## src/rtl/alu16_pkg.sv

```systemverilog
package alu16_pkg;
    localparam int OPC_W = 4;

    typedef enum logic [OPC_W-1:0] {
        OP_ADD  = 4'd0,
        OP_ADDC = 4'd1,
        OP_SUB  = 4'd2,
        OP_SUBB = 4'd3,
        OP_AND  = 4'd4,
        OP_OR   = 4'd5,
        OP_XOR  = 4'd6,
        OP_SHL  = 4'd7,
        OP_LSR  = 4'd8,
        OP_ASR  = 4'd9
    } alu_op_e;

    localparam logic [OPC_W-1:0] OP_LAST = 4'd9;

    typedef struct packed {
        logic c;
        logic z;
        logic n;
        logic ov;
        logic dc;
    } alu_flags_t;
endpackage

```

## src/rtl/alu16_addsub.sv

```systemverilog
module alu16_addsub #(
    parameter int DATA_W = 16
) (
    input  logic [DATA_W-1:0] a,
    input  logic [DATA_W-1:0] b,
    input  logic              sub,
    input  logic              cin,
    input  logic              byte_mode,
    output logic [DATA_W-1:0] sum,
    output logic              c_out,
    output logic              dc_out,
    output logic              ov_out
);
    localparam int HALF_W = DATA_W / 2;
    localparam int NIB_W  = 4;

    logic [DATA_W-1:0] bx;
    logic [DATA_W:0]   full_sum;
    logic [HALF_W:0]   lane_sum;
    logic [NIB_W:0]    nib_sum;
    int                msb;

    always_comb begin
        bx       = sub ? ~b : b;
        full_sum = {1'b0, a} + {1'b0, bx} + {{DATA_W{1'b0}}, cin};
        lane_sum = {1'b0, a[HALF_W-1:0]} + {1'b0, bx[HALF_W-1:0]} + {{HALF_W{1'b0}}, cin};
        nib_sum  = {1'b0, a[NIB_W-1:0]} + {1'b0, bx[NIB_W-1:0]} + {{NIB_W{1'b0}}, cin};
        msb      = byte_mode ? HALF_W - 1 : DATA_W - 1;
        sum      = full_sum[DATA_W-1:0];
        c_out    = byte_mode ? lane_sum[HALF_W] : full_sum[DATA_W];
        dc_out   = nib_sum[NIB_W];
        ov_out   = (a[msb] == bx[msb]) && (sum[msb] != a[msb]);
    end
endmodule

```

## src/rtl/alu16_logsh.sv

```systemverilog
module alu16_logsh
    import alu16_pkg::*;
#(
    parameter int DATA_W = 16
) (
    input  logic [DATA_W-1:0] a,
    input  logic [DATA_W-1:0] b,
    input  logic [OPC_W-1:0]  op,
    input  logic              byte_mode,
    output logic [DATA_W-1:0] res,
    output logic              c_out
);
    localparam int HALF_W = DATA_W / 2;

    logic [DATA_W-1:0] shl_w, lsr_w, asr_w;
    logic [HALF_W-1:0] shl_b, lsr_b, asr_b;

    always_comb begin
        shl_w = {a[DATA_W-2:0], 1'b0};
        lsr_w = {1'b0, a[DATA_W-1:1]};
        asr_w = {a[DATA_W-1], a[DATA_W-1:1]};
        shl_b = {a[HALF_W-2:0], 1'b0};
        lsr_b = {1'b0, a[HALF_W-1:1]};
        asr_b = {a[HALF_W-1], a[HALF_W-1:1]};
        res   = '0;
        c_out = a[0];
        case (alu_op_e'(op))
            OP_AND: res = a & b;
            OP_OR:  res = a | b;
            OP_XOR: res = a ^ b;
            OP_SHL: begin
                res   = byte_mode ? {{HALF_W{1'b0}}, shl_b} : shl_w;
                c_out = byte_mode ? a[HALF_W-1] : a[DATA_W-1];
            end
            OP_LSR: res = byte_mode ? {{HALF_W{1'b0}}, lsr_b} : lsr_w;
            OP_ASR: res = byte_mode ? {{HALF_W{1'b0}}, asr_b} : asr_w;
            default: res = '0;
        endcase
    end
endmodule

```

## src/rtl/alu16_status.sv

```systemverilog
module alu16_status
    import alu16_pkg::*;
#(
    parameter int DATA_W = 16
) (
    input  logic              clk,
    input  logic              rst_n,
    input  logic              op_valid,
    input  logic [3:0]        op_code,
    input  logic              byte_mode,
    input  logic [DATA_W-1:0] opnd_a,
    input  logic [DATA_W-1:0] opnd_b,
    output logic [DATA_W-1:0] result,
    output logic              flag_c,
    output logic              flag_z,
    output logic              flag_n,
    output logic              flag_ov,
    output logic              flag_dc
);
    localparam int HALF_W = DATA_W / 2;

    typedef struct packed {
        logic [DATA_W-1:0] res;
        alu_flags_t        fl;
    } alu_state_t;

    alu_state_t st_d, st_q;

    logic              is_arith, is_sub, is_shift, use_cin, cin, defined;
    logic [DATA_W-1:0] as_sum, ls_res, lane_res;
    logic              as_c, as_dc, as_ov, ls_c;
    logic              zero_now, neg_now;

    always_comb begin
        defined  = op_code <= OP_LAST;
        is_arith = op_code <= OP_SUBB;
        is_sub   = (op_code == OP_SUB) || (op_code == OP_SUBB);
        is_shift = (op_code >= OP_SHL) && defined;
        use_cin  = (op_code == OP_ADDC) || (op_code == OP_SUBB);
        cin      = use_cin ? st_q.fl.c : is_sub;
    end

    alu16_addsub #(.DATA_W(DATA_W)) u_addsub (
        .a         (opnd_a),
        .b         (opnd_b),
        .sub       (is_sub),
        .cin       (cin),
        .byte_mode (byte_mode),
        .sum       (as_sum),
        .c_out     (as_c),
        .dc_out    (as_dc),
        .ov_out    (as_ov)
    );

    alu16_logsh #(.DATA_W(DATA_W)) u_logsh (
        .a         (opnd_a),
        .b         (opnd_b),
        .op        (op_code),
        .byte_mode (byte_mode),
        .res       (ls_res),
        .c_out     (ls_c)
    );

    always_comb begin
        st_d     = st_q;
        lane_res = is_arith ? as_sum : ls_res;
        zero_now = byte_mode ? (lane_res[HALF_W-1:0] == '0) : (lane_res == '0);
        neg_now  = byte_mode ? lane_res[HALF_W-1] : lane_res[DATA_W-1];
        if (op_valid && defined) begin
            st_d.res  = byte_mode ? {opnd_a[DATA_W-1:HALF_W], lane_res[HALF_W-1:0]} : lane_res;
            st_d.fl.z = use_cin ? (st_q.fl.z & zero_now) : zero_now;
            st_d.fl.n = neg_now;
            if (is_arith) begin
                st_d.fl.c  = as_c;
                st_d.fl.ov = as_ov;
                st_d.fl.dc = as_dc;
            end else if (is_shift) begin
                st_d.fl.c = ls_c;
            end
        end
    end

    always_ff @(posedge clk) begin
        if (!rst_n) st_q <= '0;
        else        st_q <= st_d;
    end

    assign result  = st_q.res;
    assign flag_c  = st_q.fl.c;
    assign flag_z  = st_q.fl.z;
    assign flag_n  = st_q.fl.n;
    assign flag_ov = st_q.fl.ov;
    assign flag_dc = st_q.fl.dc;
endmodule

```

## config.mk

```make
export PLATFORM = sky130hd
export DESIGN_NAME = alu16_status
export DESIGN_NICKNAME = d
export VERILOG_FILES = /design/src/rtl/alu16_pkg.sv /design/src/rtl/alu16_addsub.sv /design/src/rtl/alu16_logsh.sv /design/src/rtl/alu16_status.sv
export SDC_FILE = /design/constraint.sdc
export NUM_CORES = 1
export LEC_CHECK = 0
export ABC_CLOCK_PERIOD_IN_PS = 5500
export BUFFER_PORTS_ARGS = -buffer_cell sky130_fd_sc_hd__buf_2
export CORE_UTILIZATION = 41
export CTS_BUF_LIST = sky130_fd_sc_hd__clkbuf_8 sky130_fd_sc_hd__clkbuf_16
export DETAILED_ROUTE_END_ITERATION = 16
export GPL_ROUTABILITY_DRIVEN = 0
export PLACE_DENSITY = 0.67
export SYNTH_ARGS = -nofsm -noshare
export SYNTH_HDL_FRONTEND = slang
export SYNTH_HIERARCHICAL = 1
export SYNTH_SLANG_ARGS = --single-unit
```

## constraint.sdc

```tcl
create_clock -name clk -period 5.5 [get_ports clk]
set_input_delay 0.825 -clock clk [delete_from_list [all_inputs] [get_ports clk]]
set_output_delay 0.825 -clock clk [all_outputs]
set_load 0.01 [all_outputs]
```

==> run summary, run 1 <==
The endpoint kind of the worst setup timing path is a register. The via count of the first global-routing pass is 3010. The biggest fanout along the worst timing path came out at 26.

The worst-case IR drop observed on VDD is between 0.00008 and 0.00009 V. The share of total power in combinational logic is 0.553. For this run, the leading register cell type out of synthesis is sky130_fd_sc_hd__dfxtp_1. Of the total synthesized cell area, the portion taken by AND, OR, NAND and NOR gates is 0.1753. The post-detailed-placement half-perimeter wirelength came out at around 6800 um. Synthesis produced between 400 and 500 cells.

The initial utilization of the core area, before any placement, comes to 0.4207. In this run the remaining antenna-violating nets after routing total 0. The worst hold margin came out at 450.3 ps. The path type of the worst min-delay path is reg -> reg. The clock share of power is 0.170. The time the final worst path needs with I/O delays and setup came out at about 4600 ps. The die extent in y is ~94 um. The worst slew slack as a fraction of its limit is 0.2990. The sink count of the clock tree is 21. The mean instance size in the synthesized netlist is just over 8 um2.

Across the run, the number of max-cap violations was 0. By area the synthesized netlist is led by sky130_fd_sc_hd__ha_1 17%, sky130_fd_sc_hd__dfxtp_1 12%, sky130_fd_sc_hd__xor2_1 5.3%. Leaving out fill and tap cells, the most frequent cells in the layout are 60 x sky130_fd_sc_hd__buf_2, 47 x sky130_fd_sc_hd__ha_1, 46 x sky130_fd_sc_hd__nand2_1, 42 x sky130_fd_sc_hd__inv_1, 24 x sky130_fd_sc_hd__o21ai_0.

The area share of the largest cell type after synthesis is 0.1710. The insertion delay of the later-clocked pin in the worst-skew pair is 260 ps. The longest clock path from root to sink contains 2 buffers. Counting flops with an async set or reset pin after synthesis yields a share of 0.

The fraction of final layout cells with drive strength greater than 1 is 0.1931. The share of the synthesized area in compound gates (AO/OA/AOI/OAI) came out at 0.2612. The total die area came out at ~8800 um2.

Synthesis produced a netlist with a net count of 511. The buffer cell driving the clock tree root is sky130_fd_sc_hd__clkbuf_8. The internal power component came out at between 300 and 400 uW. TritonCTS built the clock tree. The largest total area in the synthesized netlist belongs to sky130_fd_sc_hd__ha_1. The depth of the worst hold-timing path is 2. After global routing the overflow that remains totals 0. The cell area after synthesis is 3440 um2. The number of setup buffers added after CTS is 0.

The ratio of total power to cell area is ~160 nW/um2. The number of cells on the worst reg-to-reg path is 17. The net switching power is roughly 250 uW. For this run, design rule violations remaining after detail routing come to 2. The synthesized netlist contains 65 unique library cells. The number of primary I/O pins came out at 61. Entering global routing, the biggest net connects 37 pins. The synthesized flop and latch total came out at 21.

The number of max-slew violations in the final report came out at 0. The clock transition at the registers of the reported paths came out at 80 ps. The startpoint identified for the worst register-to-register timing path is flag_c. The final period utilization is 0.8288. The number of buffers inserted by port buffering came out at 60.

For this block, the initial DRC count from the detailed router was between 100 and 150. At the pin with the least slew margin, the transition time is between 1000 and 1500 ps. Setup repair after global routing left no endpoint under its margin. The final reports fail on design-rule violations. Tracing the worst setup path back leads to its startpoint at op_code[2]. The startpoint of the tightest hold check path is flag_dc. After detailed placement, the total cell area comes to ~3700 um2. The total of cells resized after clock tree synthesis came out at 0. The total of warnings raised by yosys came out at 6. For this design, the CTS-stage hold fixing added 0 buffers. The run finished, with violations left. At the worst endpoint, the required time is between 5000 and 6000 ps.

In the final design database the tool counted around 560 nets. The leakage power figure came out at approximately 2 nW. The wire length of the first global-routing pass is ~14000 um. The repair_antennas step left the layout with diodes totalling 0.

The net switching fraction of the power came out at 0.4164. The arrival time of the worst setup path came out at about 4800 ps. In the global route stage, overall resource usage came out at 0.2037.

The total negative setup slack is 0 ps. The worst setup path is launched from an input port. The maximum clock frequency came out at around 220 MHz. Leaving out fill and tap cells, the most frequent cell in the layout is sky130_fd_sc_hd__buf_2. The total iterations of the first detailed-routing run is 13. The count of final setup violators is 0. The routed wire length came out at about 8700 um. The critical path in this run is classified as in -> reg. Across the routed clock network, the largest skew measured is between 1 and 1.5 ps. The mean number of vias per cell is between 5 and 6. The wire length per cell after detailed routing came out at about 15 um.

The part of the power in registers is 0.277. The total clock buffers created by CTS came out at 3. The count of flip-flops with a built-in enable after synthesis came out at 0. Of the total synthesized cell area, the portion taken by XOR and XNOR cells is 0.07385. The number of core rows came out at 33. After synthesis, the largest family of logic cells by area is compound AO/OA/AOI/OAI gates. The sequential share of the synthesized area came out at 0.1222. The finished cells cover about 3800 um2. In this run the number of H-tree levels came out at 1.

The adder-cell area share of the yosys netlist came out at 0.1826. The area added between synthesis and finish is 9.822%. The number of hold-slack violations in the final timing report came out at 0. The post-route core utilization came out at 0.4620. Measured along the x axis, the die boundary spans 93.59 um. The total area inside the core boundary comes to slightly above 8000 um2. The mux share of post-synthesis cell area came out at 0.09167.

The initial antenna violation count is 0. The total vias in the final route came out at 3253.
==> Yosys cell counts, types with 2 or more instances <==
master / count
sky130_fd_sc_hd__mux4_2: 3
sky130_fd_sc_hd__a2bb2oi_1: 4
sky130_fd_sc_hd__fa_1: 2
sky130_fd_sc_hd__nor3b_1: 2
sky130_fd_sc_hd__o221ai_1: 3
sky130_fd_sc_hd__and2_1: 2
sky130_fd_sc_hd__inv_1: 42
sky130_fd_sc_hd__a211oi_1: 4
sky130_fd_sc_hd__and3_1: 3
sky130_fd_sc_hd__mux2_2: 3
sky130_fd_sc_hd__nand2_1: 46
sky130_fd_sc_hd__a22o_1: 3
sky130_fd_sc_hd__a21o_1: 5
sky130_fd_sc_hd__o21ai_1: 7
sky130_fd_sc_hd__xnor2_1: 8
sky130_fd_sc_hd__mux2_1: 3
sky130_fd_sc_hd__clkbuf_1: 9
sky130_fd_sc_hd__or3_1: 2
sky130_fd_sc_hd__o21ai_0: 24
sky130_fd_sc_hd__o21a_1: 2
sky130_fd_sc_hd__ha_1: 47
sky130_fd_sc_hd__nor2b_1: 7
sky130_fd_sc_hd__nor2_1: 9
sky130_fd_sc_hd__a21oi_1: 15
sky130_fd_sc_hd__nand3_2: 3
sky130_fd_sc_hd__nor4_1: 9
sky130_fd_sc_hd__a21boi_1: 8
sky130_fd_sc_hd__a32o_1: 2
sky130_fd_sc_hd__a21oi_2: 2
sky130_fd_sc_hd__mux2i_1: 18
sky130_fd_sc_hd__dfxtp_1: 21
sky130_fd_sc_hd__buf_6: 8
sky130_fd_sc_hd__nand3b_1: 2
sky130_fd_sc_hd__xor2_1: 21
sky130_fd_sc_hd__and2_4: 2
sky130_fd_sc_hd__buf_4: 4
sky130_fd_sc_hd__a211oi_2: 2
sky130_fd_sc_hd__nand3_1: 12
sky130_fd_sc_hd__a221o_1: 8
sky130_fd_sc_hd__o211a_1: 15
sky130_fd_sc_hd__nand2b_1: 3
sky130_fd_sc_hd__a41o_1: 2
sky130_fd_sc_hd__nor3_1: 3
==> kinds of logic (layout without fill, tap and decap cells) <==
family / Yosys count / in the layout
buffers and inverters: 65 / 109
adders and majority gates: 49 / 49
and+or+nand+nor: 113 / 113
muxes: 27 / 27
AOI/OAI and AO/OA: 118 / 118
DFF: 21 / 21
xor gates and xnor gates: 29 / 29
==> final cells by class <==
type,count,area [um2]
fillers,798,4398
inverters,42,157.7
multi-input cells,336,2699
well taps,105,131.4
repair buffers,63,322.8
flip-flops and latches,21,420.4
clock inverters,1,5.005
clock buffers,3,41.29
==> per-stage QoR <==
stage	std cells	setup slack [ps]	total power [mW]
2_1_floorplan	422	696.9	0.4130
3_3_place_gp	567	850.7	0.4953
3_5_place_dp	567	750.0	0.5009
4_1_cts	571	1010	0.6044
5_1_grt	571	616.2	0.6527
6_report	571	941.6	0.6033
==> layer usage <==
layer,wire length (um),share of wire,up-vias,global-route usage
met3,510,0.059,14,0.02276
met1,3969,0.46,1507,0.2717
met2,4039,0.46,120,0.3388
met5,0,0,-,0
met4,182,0.021,0,0.06923
li1,-,-,1612,-
==> flip-flops by register name, summed over array words and instances (netlist names) <==
register and cells:
flag_c 1, flag_ov 1, flag_z 1, flag_n 1
result 16, flag_dc 1
==> power groups by stage <==
stage	Combinational (mW)	Sequential, mW	Clock [mW]
6_report	0.334	0.167	0.103
5_1_grt	0.373	0.168	0.112
4_1_cts	0.332	0.167	0.105
3_5_place_dp	0.330	0.171	0
3_3_place_gp	0.325	0.170	0
2_1_floorplan	0.238	0.175	0
==> worst max-delay path: stages <==
cell and delay [ps]:
sky130_fd_sc_hd__buf_2 220, sky130_fd_sc_hd__nor2_8 390, sky130_fd_sc_hd__and2_1 210, sky130_fd_sc_hd__buf_4 220, sky130_fd_sc_hd__xnor2_1 160, sky130_fd_sc_hd__fa_1 220
sky130_fd_sc_hd__inv_1 50, sky130_fd_sc_hd__fa_1 390, sky130_fd_sc_hd__a21o_1 220, sky130_fd_sc_hd__a221oi_2 360, sky130_fd_sc_hd__o211ai_1 180, sky130_fd_sc_hd__a41o_1 240
sky130_fd_sc_hd__a21oi_1 170, sky130_fd_sc_hd__xnor2_1 100, sky130_fd_sc_hd__nor4_1 350, sky130_fd_sc_hd__nand3_1 110, sky130_fd_sc_hd__o21ai_0 100, sky130_fd_sc_hd__o21ai_1 70
sky130_fd_sc_hd__a21oi_1 150
==> worst paths after layout <==
path                  end  slack, ps
setup / recovery   flag_z        940
hold / removal    flag_dc        450
setup reg to reg   flag_z       2120
hold reg to reg   flag_dc        450
(Power assumes the default switching activity.)
==> run 2: changes to the inputs <==
Settings changed: ABC_CLOCK_PERIOD_IN_PS 5500 to 4100, PLACE_DENSITY 0.67 to 0.69.
Clock period 5.5 ns to 4.1 ns, I/O delays scaled along.
==> run 2 against run 1 <==
- the run still ends with design-rule violations left
- power up 36%
- sequential share of layout area decreased by 0.13 points
- worst hold slack better by 4.4 ps
- first-iteration DRC count rose by 42%
- non-clock buffer count increased by 6
- die area did not move
- core utilization rose by 0.55 points
- largest power group unchanged
==> run summary, run 2 (same netlist as run 1, synthesis figures left out) <==
Status: finished with violations (unchanged). Violated checks: design-rule violations (unchanged). The worst-case vdd ir drop is 0.00009661 V (was 0.00008607 V). The via count of the first global-routing pass is 3150 (was 3010). The internal power component is 477.3 uW (was 352.0 uW). The dominant delay contributor by cell family on the critical path is compound AO/OA/AOI/OAI gates (unchanged).

The path type of the worst min-delay path is reg -> reg (unchanged). The sequential cell area came out at 420.4 um2 (unchanged). The count of final setup violators came out at 0 (unchanged).

The filler cell count came out at 827 (was 798). The number of core rows came out at 33 (unchanged). The placeable core area came out at 8175 um2 (unchanged). The arrival time of the worst setup path came out at 3830 ps (was 4760 ps). The total design power came to 822.1 uW (was 603.3 uW). The number of antenna-violating nets in the routed design came to 0 (unchanged). The layout net count came out at 562 (was 556). The number of hold-slack violations in the final timing report came out at 0 (unchanged). The insertion delay of the later-clocked pin in the worst-skew pair came out at 270 ps (was 260 ps). The TritonCTS clock tree is built (unchanged). Cells along the critical path: buf_2 > nor2_8 > and2_1 > buf_4 > xor2_1 > ha_1 > o211ai_2 > a21oi_2 > o311a_1 > a41o_1 > a31oi_4 > xnor2_1 > nor4_1 > nand3_1 > o21ai_0 > o21ai_1 > a21oi_1 (was buf_2 > nor2_8 > and2_1 > buf_4 > xnor2_1 > fa_1 > inv_1 > fa_1 > a21o_1 > a221oi_2 > o211ai_1 > a41o_1 > a21oi_1 > xnor2_1 > nor4_1 > nand3_1 > o21ai_0 > o21ai_1 > a21oi_1). The total of cells resized after clock tree synthesis is 0 (unchanged).

The type of the worst setup path is in -> reg (unchanged). The startpoint kind of the worst setup timing path was an input port (unchanged). The total negative setup slack came out at 0 ps (unchanged). The max-cap check violation count is 0 (unchanged). The largest incremental delay on the critical path came out at 370 ps (was 390 ps). The number of buffers between clock root and the deepest sink came out at 2 (unchanged). The leading cell type in the layout, fill and taps excluded was sky130_fd_sc_hd__buf_2 (unchanged).

The met2 track demand over resource is 0.3842 (was 0.3388). The endpoint kind of the worst setup timing path is a register (unchanged). The mean number of vias per cell came to 5.789 (was 5.697). The met3 demand-to-capacity share in global routing came to 0.01951 (was 0.02276).

The global routing usage summed across all routing layers came out at 0.2167 (was 0.2037). The slew at the pin with the worst max-slew slack came out at 525.0 ps (was 1049 ps). The number of DRC violations after detailed-routing iteration 0 is 210 (was 148). The fraction of final layout cells with drive strength greater than 1 is 0.2034 (was 0.1931). The total grt overflow came out at 0 (unchanged).

The worst slew slack as a fraction of its limit came out at 0.6493 (was 0.2990). The die extent in y is 93.59 um (unchanged). The met1 usage is 0.2822 (was 0.2717). The total vias in the final route is 3340 (was 3253). The wire length of the first global-routing pass is 15260 um (was 14370 um). The final worst clock skew came out at 13.24 ps (was 1.302 ps).

The number of standard cells in the layout, taps in and fillers out is 577 (was 571). The number of remaining DRC errors is 2 (unchanged). The share of total power in combinational logic was 0.557 (was 0.553).

The number of max-slew violations in the final report came to 0 (unchanged). The post-route core utilization was 0.4676 (was 0.4620). The buffer cell driving the clock tree root is sky130_fd_sc_hd__clkbuf_8 (unchanged). The routed wire length came out at 9079 um (was 8702 um). Setup repair after global routing missed its margin: false (unchanged).

The net switching fraction of the power came out at 0.4194 (was 0.4164). The combined area of the multi-input logic cells came to 2699 um2 (unchanged). The die width came to 93.59 um (unchanged). The ratio of total power to cell area is 215.1 nW/um2 (was 159.7 nW/um2). The sink count of the clock tree came out at 21 (unchanged). The clock share of power came out at 0.170 (about the same). The maximum clock frequency is about 280 MHz. The number of placed instances with taps included is 573 (was 567). The part of the power in registers came out at 0.273 (was 0.277). The number of hold-repair buffers added at the cts stage came out at 0 (unchanged). The maximum number of pins on one net before global-route repair is 36 (was 37). The total buffers and inverters traversed by the critical path is 2 (was 3).

The count of H-tree levels built during CTS came out at 1 (unchanged). The total die area was 8759 um2 (unchanged). The time the final worst path needs with I/O delays and setup came out at around 3600 ps.

The final period utilization is 0.8844. The antenna cell count is 0 (unchanged). The biggest fanout along the worst timing path is 13 (was 26).

The standard cell with the maximum stage delay on the critical path is sky130_fd_sc_hd__o311a_1 (was sky130_fd_sc_hd__nor2_8). The number of buffers inserted by port buffering came out at 60 (unchanged). The initial antenna violation count is 0 (unchanged). The area added between synthesis and finish is 11.13% (was 9.822%). The required time of the worst setup path came to 4310 ps (was 5700 ps).

The initial core utilization is 0.4207 (unchanged). The total clock buffers created by CTS came out at 3 (unchanged). The net switching power is 344.8 uW (was 251.2 uW). The wire length per cell after detailed routing was 15.73 um (was 15.24 um). The leakage power figure came out at 2.011 nW (was 1.981 nW).

The flip-flop count of the largest register after layout came out at 16 (unchanged). The layer with the highest usage is met2 (unchanged). The clock transition at the registers of the reported paths was 90 ps (was 80 ps). The number of primary I/O pins came out at 61 (unchanged). The number of setup buffers added after CTS came out at 0 (unchanged). The post-detailed-placement half-perimeter wirelength came to 7191 um (was 6838 um). Commonest cells after routing, fill and taps aside: 60 x sky130_fd_sc_hd__buf_2, 47 x sky130_fd_sc_hd__ha_1, 46 x sky130_fd_sc_hd__nand2_1, 42 x sky130_fd_sc_hd__inv_1, 24 x sky130_fd_sc_hd__o21ai_0 (unchanged). The total iterations of the first detailed-routing run came out at 11 (was 13).
## run 2: changes by cell type in the layout (fill, tap and decap cells not counted), sizes merged
cell	before	now
buf	63	69
## run 2: worst register-to-register path: stages (launching register included)
cell,delay (ps)
sky130_fd_sc_hd__dfxtp_1,340
sky130_fd_sc_hd__mux2i_1,140
sky130_fd_sc_hd__nor3_1,60
sky130_fd_sc_hd__inv_1,80
sky130_fd_sc_hd__fa_1,190
sky130_fd_sc_hd__inv_1,60
sky130_fd_sc_hd__fa_1,390
sky130_fd_sc_hd__a21o_1,220
sky130_fd_sc_hd__a221oi_2,280
sky130_fd_sc_hd__buf_4,180
sky130_fd_sc_hd__o21bai_1,60
sky130_fd_sc_hd__a21oi_1,260
sky130_fd_sc_hd__xnor2_1,130
sky130_fd_sc_hd__nor4_1,330
sky130_fd_sc_hd__nand3_1,110
sky130_fd_sc_hd__o21ai_0,90
sky130_fd_sc_hd__o21ai_1,70
sky130_fd_sc_hd__a21oi_1,150
## run 2: worst paths after layout
check	start	end	slack (ps)	cells after the start
setup reg to reg	flag_c	flag_z	940	17
setup / recovery	op_code[2]	flag_z	470	17
hold / removal	result[9]	result[9]	450	2
hold reg to reg	result[9]	result[9]	450	2
## run 2: through the flow
stage	worst slack (ps)	cell area (um2)	hold WS, ps
CTS	471.9	3822	457.0
detailed placement	196.4	3776	444.1
floorplan	3.237	3455	479.2
finish	473.8	3822	454.8
global route	155.4	3822	477.6
global placement	311.5	3776	440.7
## run 2: final cells by class
class,instances,share of cell area
Sequential cell,21,0.1100
Clock buffer,3,0.01080
Clock inverter,1,0.001309
Tap cell,105,0.03437
Inverter,42,0.04124
Multi-Input combinational cell,336,0.7061
Timing Repair Buffer,69,0.09624
## run 2: power groups by stage
stage	Combinational (mW)	Sequential (mW)	Clock, mW
global placement	0.441	0.228	0
finish	0.458	0.225	0.140
detailed placement	0.452	0.229	0
global route	0.510	0.226	0.150
floorplan	0.320	0.235	0
CTS	0.454	0.225	0.143
## run 2: routing by layer
metal / share of wire / wire length, um / vias up
met5: 0 / 0 / -
met4: 0.020 / 183 / 0
met3: 0.063 / 574 / 14
met2: 0.48 / 4361 / 135
met1: 0.44 / 3959 / 1570
li1: - / - / 1621
==> run 3: changes to the inputs <==
Settings changed: RECOVER_POWER set to 25.
==> run 3 against run 2 <==
- the run still ends with design-rule violations left
- first-iteration DRC count is 0.95% lower
- via count is essentially flat
- die area did not move
- fmax decreased by 0.29%
- critical endpoint unchanged
==> run summary, run 3 (same netlist as run 1, synthesis figures left out) <==
Status: finished with violations (unchanged). Violated checks: design-rule violations (unchanged). The routed wire length came out at 9143 um (was 9079 um). The instance count on the critical path is 17 (unchanged).

The number of hold-slack violations in the final timing report came out at 0 (unchanged). The number of placed instances with taps included came out at 573 (unchanged). The count of H-tree levels built during CTS is 1 (unchanged). The worst hold margin came out at 457.4 ps (was 454.8 ps). Commonest cells after routing, fill and taps aside: 50 x sky130_fd_sc_hd__buf_2, 47 x sky130_fd_sc_hd__ha_1, 46 x sky130_fd_sc_hd__nand2_1, 42 x sky130_fd_sc_hd__inv_1, 24 x sky130_fd_sc_hd__o21ai_0 (was 60 x sky130_fd_sc_hd__buf_2, 47 x sky130_fd_sc_hd__ha_1, 46 x sky130_fd_sc_hd__nand2_1, 42 x sky130_fd_sc_hd__inv_1, 24 x sky130_fd_sc_hd__o21ai_0). The total die area is 8759 um2 (unchanged). The share of total power in combinational logic is 0.556 (was 0.557).

The final instance area is 3810 um2 (was 3822 um2). The maximum clock frequency is 275.0 MHz (was 275.8 MHz). The initial core utilization came to 0.4207 (unchanged). The layout net count was 562 (unchanged). The net switching fraction of the power is 0.4210 (was 0.4194). The ratio of total power to cell area is 215.5 nW/um2 (was 215.1 nW/um2). The biggest fanout along the worst timing path came out at 13 (unchanged). The wire length of the first global-routing pass is 15260 um (unchanged).

The leading cell type in the layout, fill and taps excluded is sky130_fd_sc_hd__buf_2 (unchanged). The number of hold-repair buffers added at the cts stage is 0 (unchanged). The total iterations of the first detailed-routing run was 11 (unchanged). The mean number of vias per cell is 5.790 (was 5.789). The total clock buffers created by CTS was 3 (unchanged). The standard cell with the maximum stage delay on the critical path was sky130_fd_sc_hd__o311a_1 (unchanged). The fraction of final layout cells with drive strength greater than 1 was 0.1822 (was 0.2034). The slew at the pin with the worst max-slew slack is 542.2 ps (was 525.0 ps). The worst slew slack as a fraction of its limit is 0.6378 (was 0.6493).

The die width came out at 93.59 um (unchanged). The flip-flop count of the largest register after layout is 16 (unchanged). The insertion delay of the later-clocked pin in the worst-skew pair is 270 ps (about the same). The final worst clock skew was 13.26 ps (was 13.24 ps). The number of buffers inserted by port buffering came out at 60 (unchanged). The count of final setup violators is 0 (unchanged). The worst-case vdd ir drop came to 0.00009661 V (about the same). The time the final worst path needs with I/O delays and setup is 3637 ps (was 3626 ps). The TritonCTS clock tree was built (unchanged). The internal power component came to 475.4 uW (was 477.3 uW).

The final period utilization came to 0.8870 (was 0.8844). The number of primary I/O pins is 61 (unchanged). The number of antenna-violating nets in the routed design is 0 (unchanged). The clock transition at the registers of the reported paths came to 90 ps (about the same).

The post-placement cell area is 3776 um2 (unchanged). The leakage power figure is 1.971 nW (was 2.011 nW). The number of standard cells in the layout, taps in and fillers out came to 577 (unchanged). The max-cap check violation count is 0 (unchanged). The startpoint kind of the worst setup timing path was an input port (unchanged).

The number of DRC violations after detailed-routing iteration 0 was 208 (was 210). The number of remaining DRC errors is 2 (unchanged). The post-detailed-placement half-perimeter wirelength came out at 7191 um (unchanged). The via count of the first global-routing pass was 3150 (unchanged).

The die extent in y came out at 93.59 um (unchanged). The dominant delay contributor by cell family on the critical path is compound AO/OA/AOI/OAI gates (unchanged). The depth of the worst hold-timing path is 2 (unchanged).

The arrival time of the worst setup path is 3840 ps (was 3830 ps). Cells along the critical path: buf_2 > nor2_8 > and2_1 > buf_4 > xor2_1 > ha_1 > o211ai_2 > a21oi_2 > o311a_1 > a41o_1 > a31oi_4 > xnor2_1 > nor4_1 > nand3_1 > o21ai_0 > o21ai_1 > a21oi_1 (unchanged). The area added between synthesis and finish came out at 10.77% (was 11.13%). The number of setup buffers added after CTS is 0 (unchanged).

The path type of the worst min-delay path was reg -> reg (unchanged). The sink count of the clock tree came out at 21 (unchanged). The buffer cell driving the clock tree root is sky130_fd_sc_hd__clkbuf_8 (unchanged).

The total of cells resized after clock tree synthesis is 0 (unchanged). The total vias in the final route came out at 3341 (was 3340). The total negative setup slack is 0 ps (unchanged).

The antenna cell count came out at 0 (unchanged). The wire length per cell after detailed routing is 15.85 um (was 15.73 um). The total buffers and inverters traversed by the critical path was 2 (unchanged). The type of the worst setup path is in -> reg (unchanged).

The number of max-slew violations in the final report is 0 (unchanged). The largest incremental delay on the critical path is 370 ps (about the same). Setup repair after global routing missed its margin: false (unchanged). The number of buffers between clock root and the deepest sink came out at 2 (unchanged). The total grt overflow is 0 (unchanged). The clock share of power was 0.170 (about the same). The number of core rows came out at 33 (unchanged). The endpoint kind of the worst setup timing path is a register (unchanged). The placeable core area was 8175 um2 (unchanged). The initial antenna violation count is 0 (unchanged). The net switching power is 345.7 uW (was 344.8 uW).

The number of cells on the worst reg-to-reg path is 17 (unchanged). The required time of the worst setup path is 4310 ps (about the same). The maximum number of pins on one net before global-route repair is 36 (unchanged). The post-route core utilization came out at 0.4660 (was 0.4676). The part of the power in registers is 0.274 (was 0.273). The global routing usage summed across all routing layers came out at 0.2167 (unchanged).
-- run 3: routing by layer --
metal | global-route usage | share of wire
met5 | 0 | 0
met4 | 0.05000 | 0.021
met3 | 0.01951 | 0.058
met2 | 0.3842 | 0.48
met1 | 0.2822 | 0.44
-- run 3: cell type report --
cell class                      count  area (um2)
Fill cell                         835        4365
Multi-Input combinational cell    336        2699
Sequential cell                    21       420.4
Timing Repair Buffer               69       355.3
Inverter                           42       157.7
Tap cell                          105       131.4
Clock buffer                        3       41.29
Clock inverter                      1       5.005
-- run 3: power by group through the flow --
stage	Combinational (mW)	Clock (mW)	Sequential [mW]
floorplan	0.320	0	0.235
global placement	0.441	0	0.228
detailed placement	0.452	0	0.229
CTS	0.454	0.143	0.225
global route	0.508	0.150	0.226
finish	0.456	0.140	0.225
-- run 3: worst min-delay path, delay by kind of cell, from the launching register on --
kind / cells / cell delay [ps]
and+or+nand+nor: 1 / 50
AOI/OAI and AO/OA: 1 / 50
DFF: 1 / 320
-- run 3: final timing paths --
check | from | end | slack, ps
max reg2reg | flag_c | flag_z | 940
min reg2reg | result[9] | result[9] | 460
max | op_code[2] | flag_z | 460
min | result[9] | result[9] | 460
-- run 3: per-stage QoR --
step           total power, mW  setup slack (ps)
6_report                0.8211             463.4
3_5_place_dp            0.6809             196.4
4_1_cts                 0.8215             471.9
3_3_place_gp            0.6697             311.5
2_1_floorplan           0.5555             3.237
5_1_grt                 0.8849             155.4
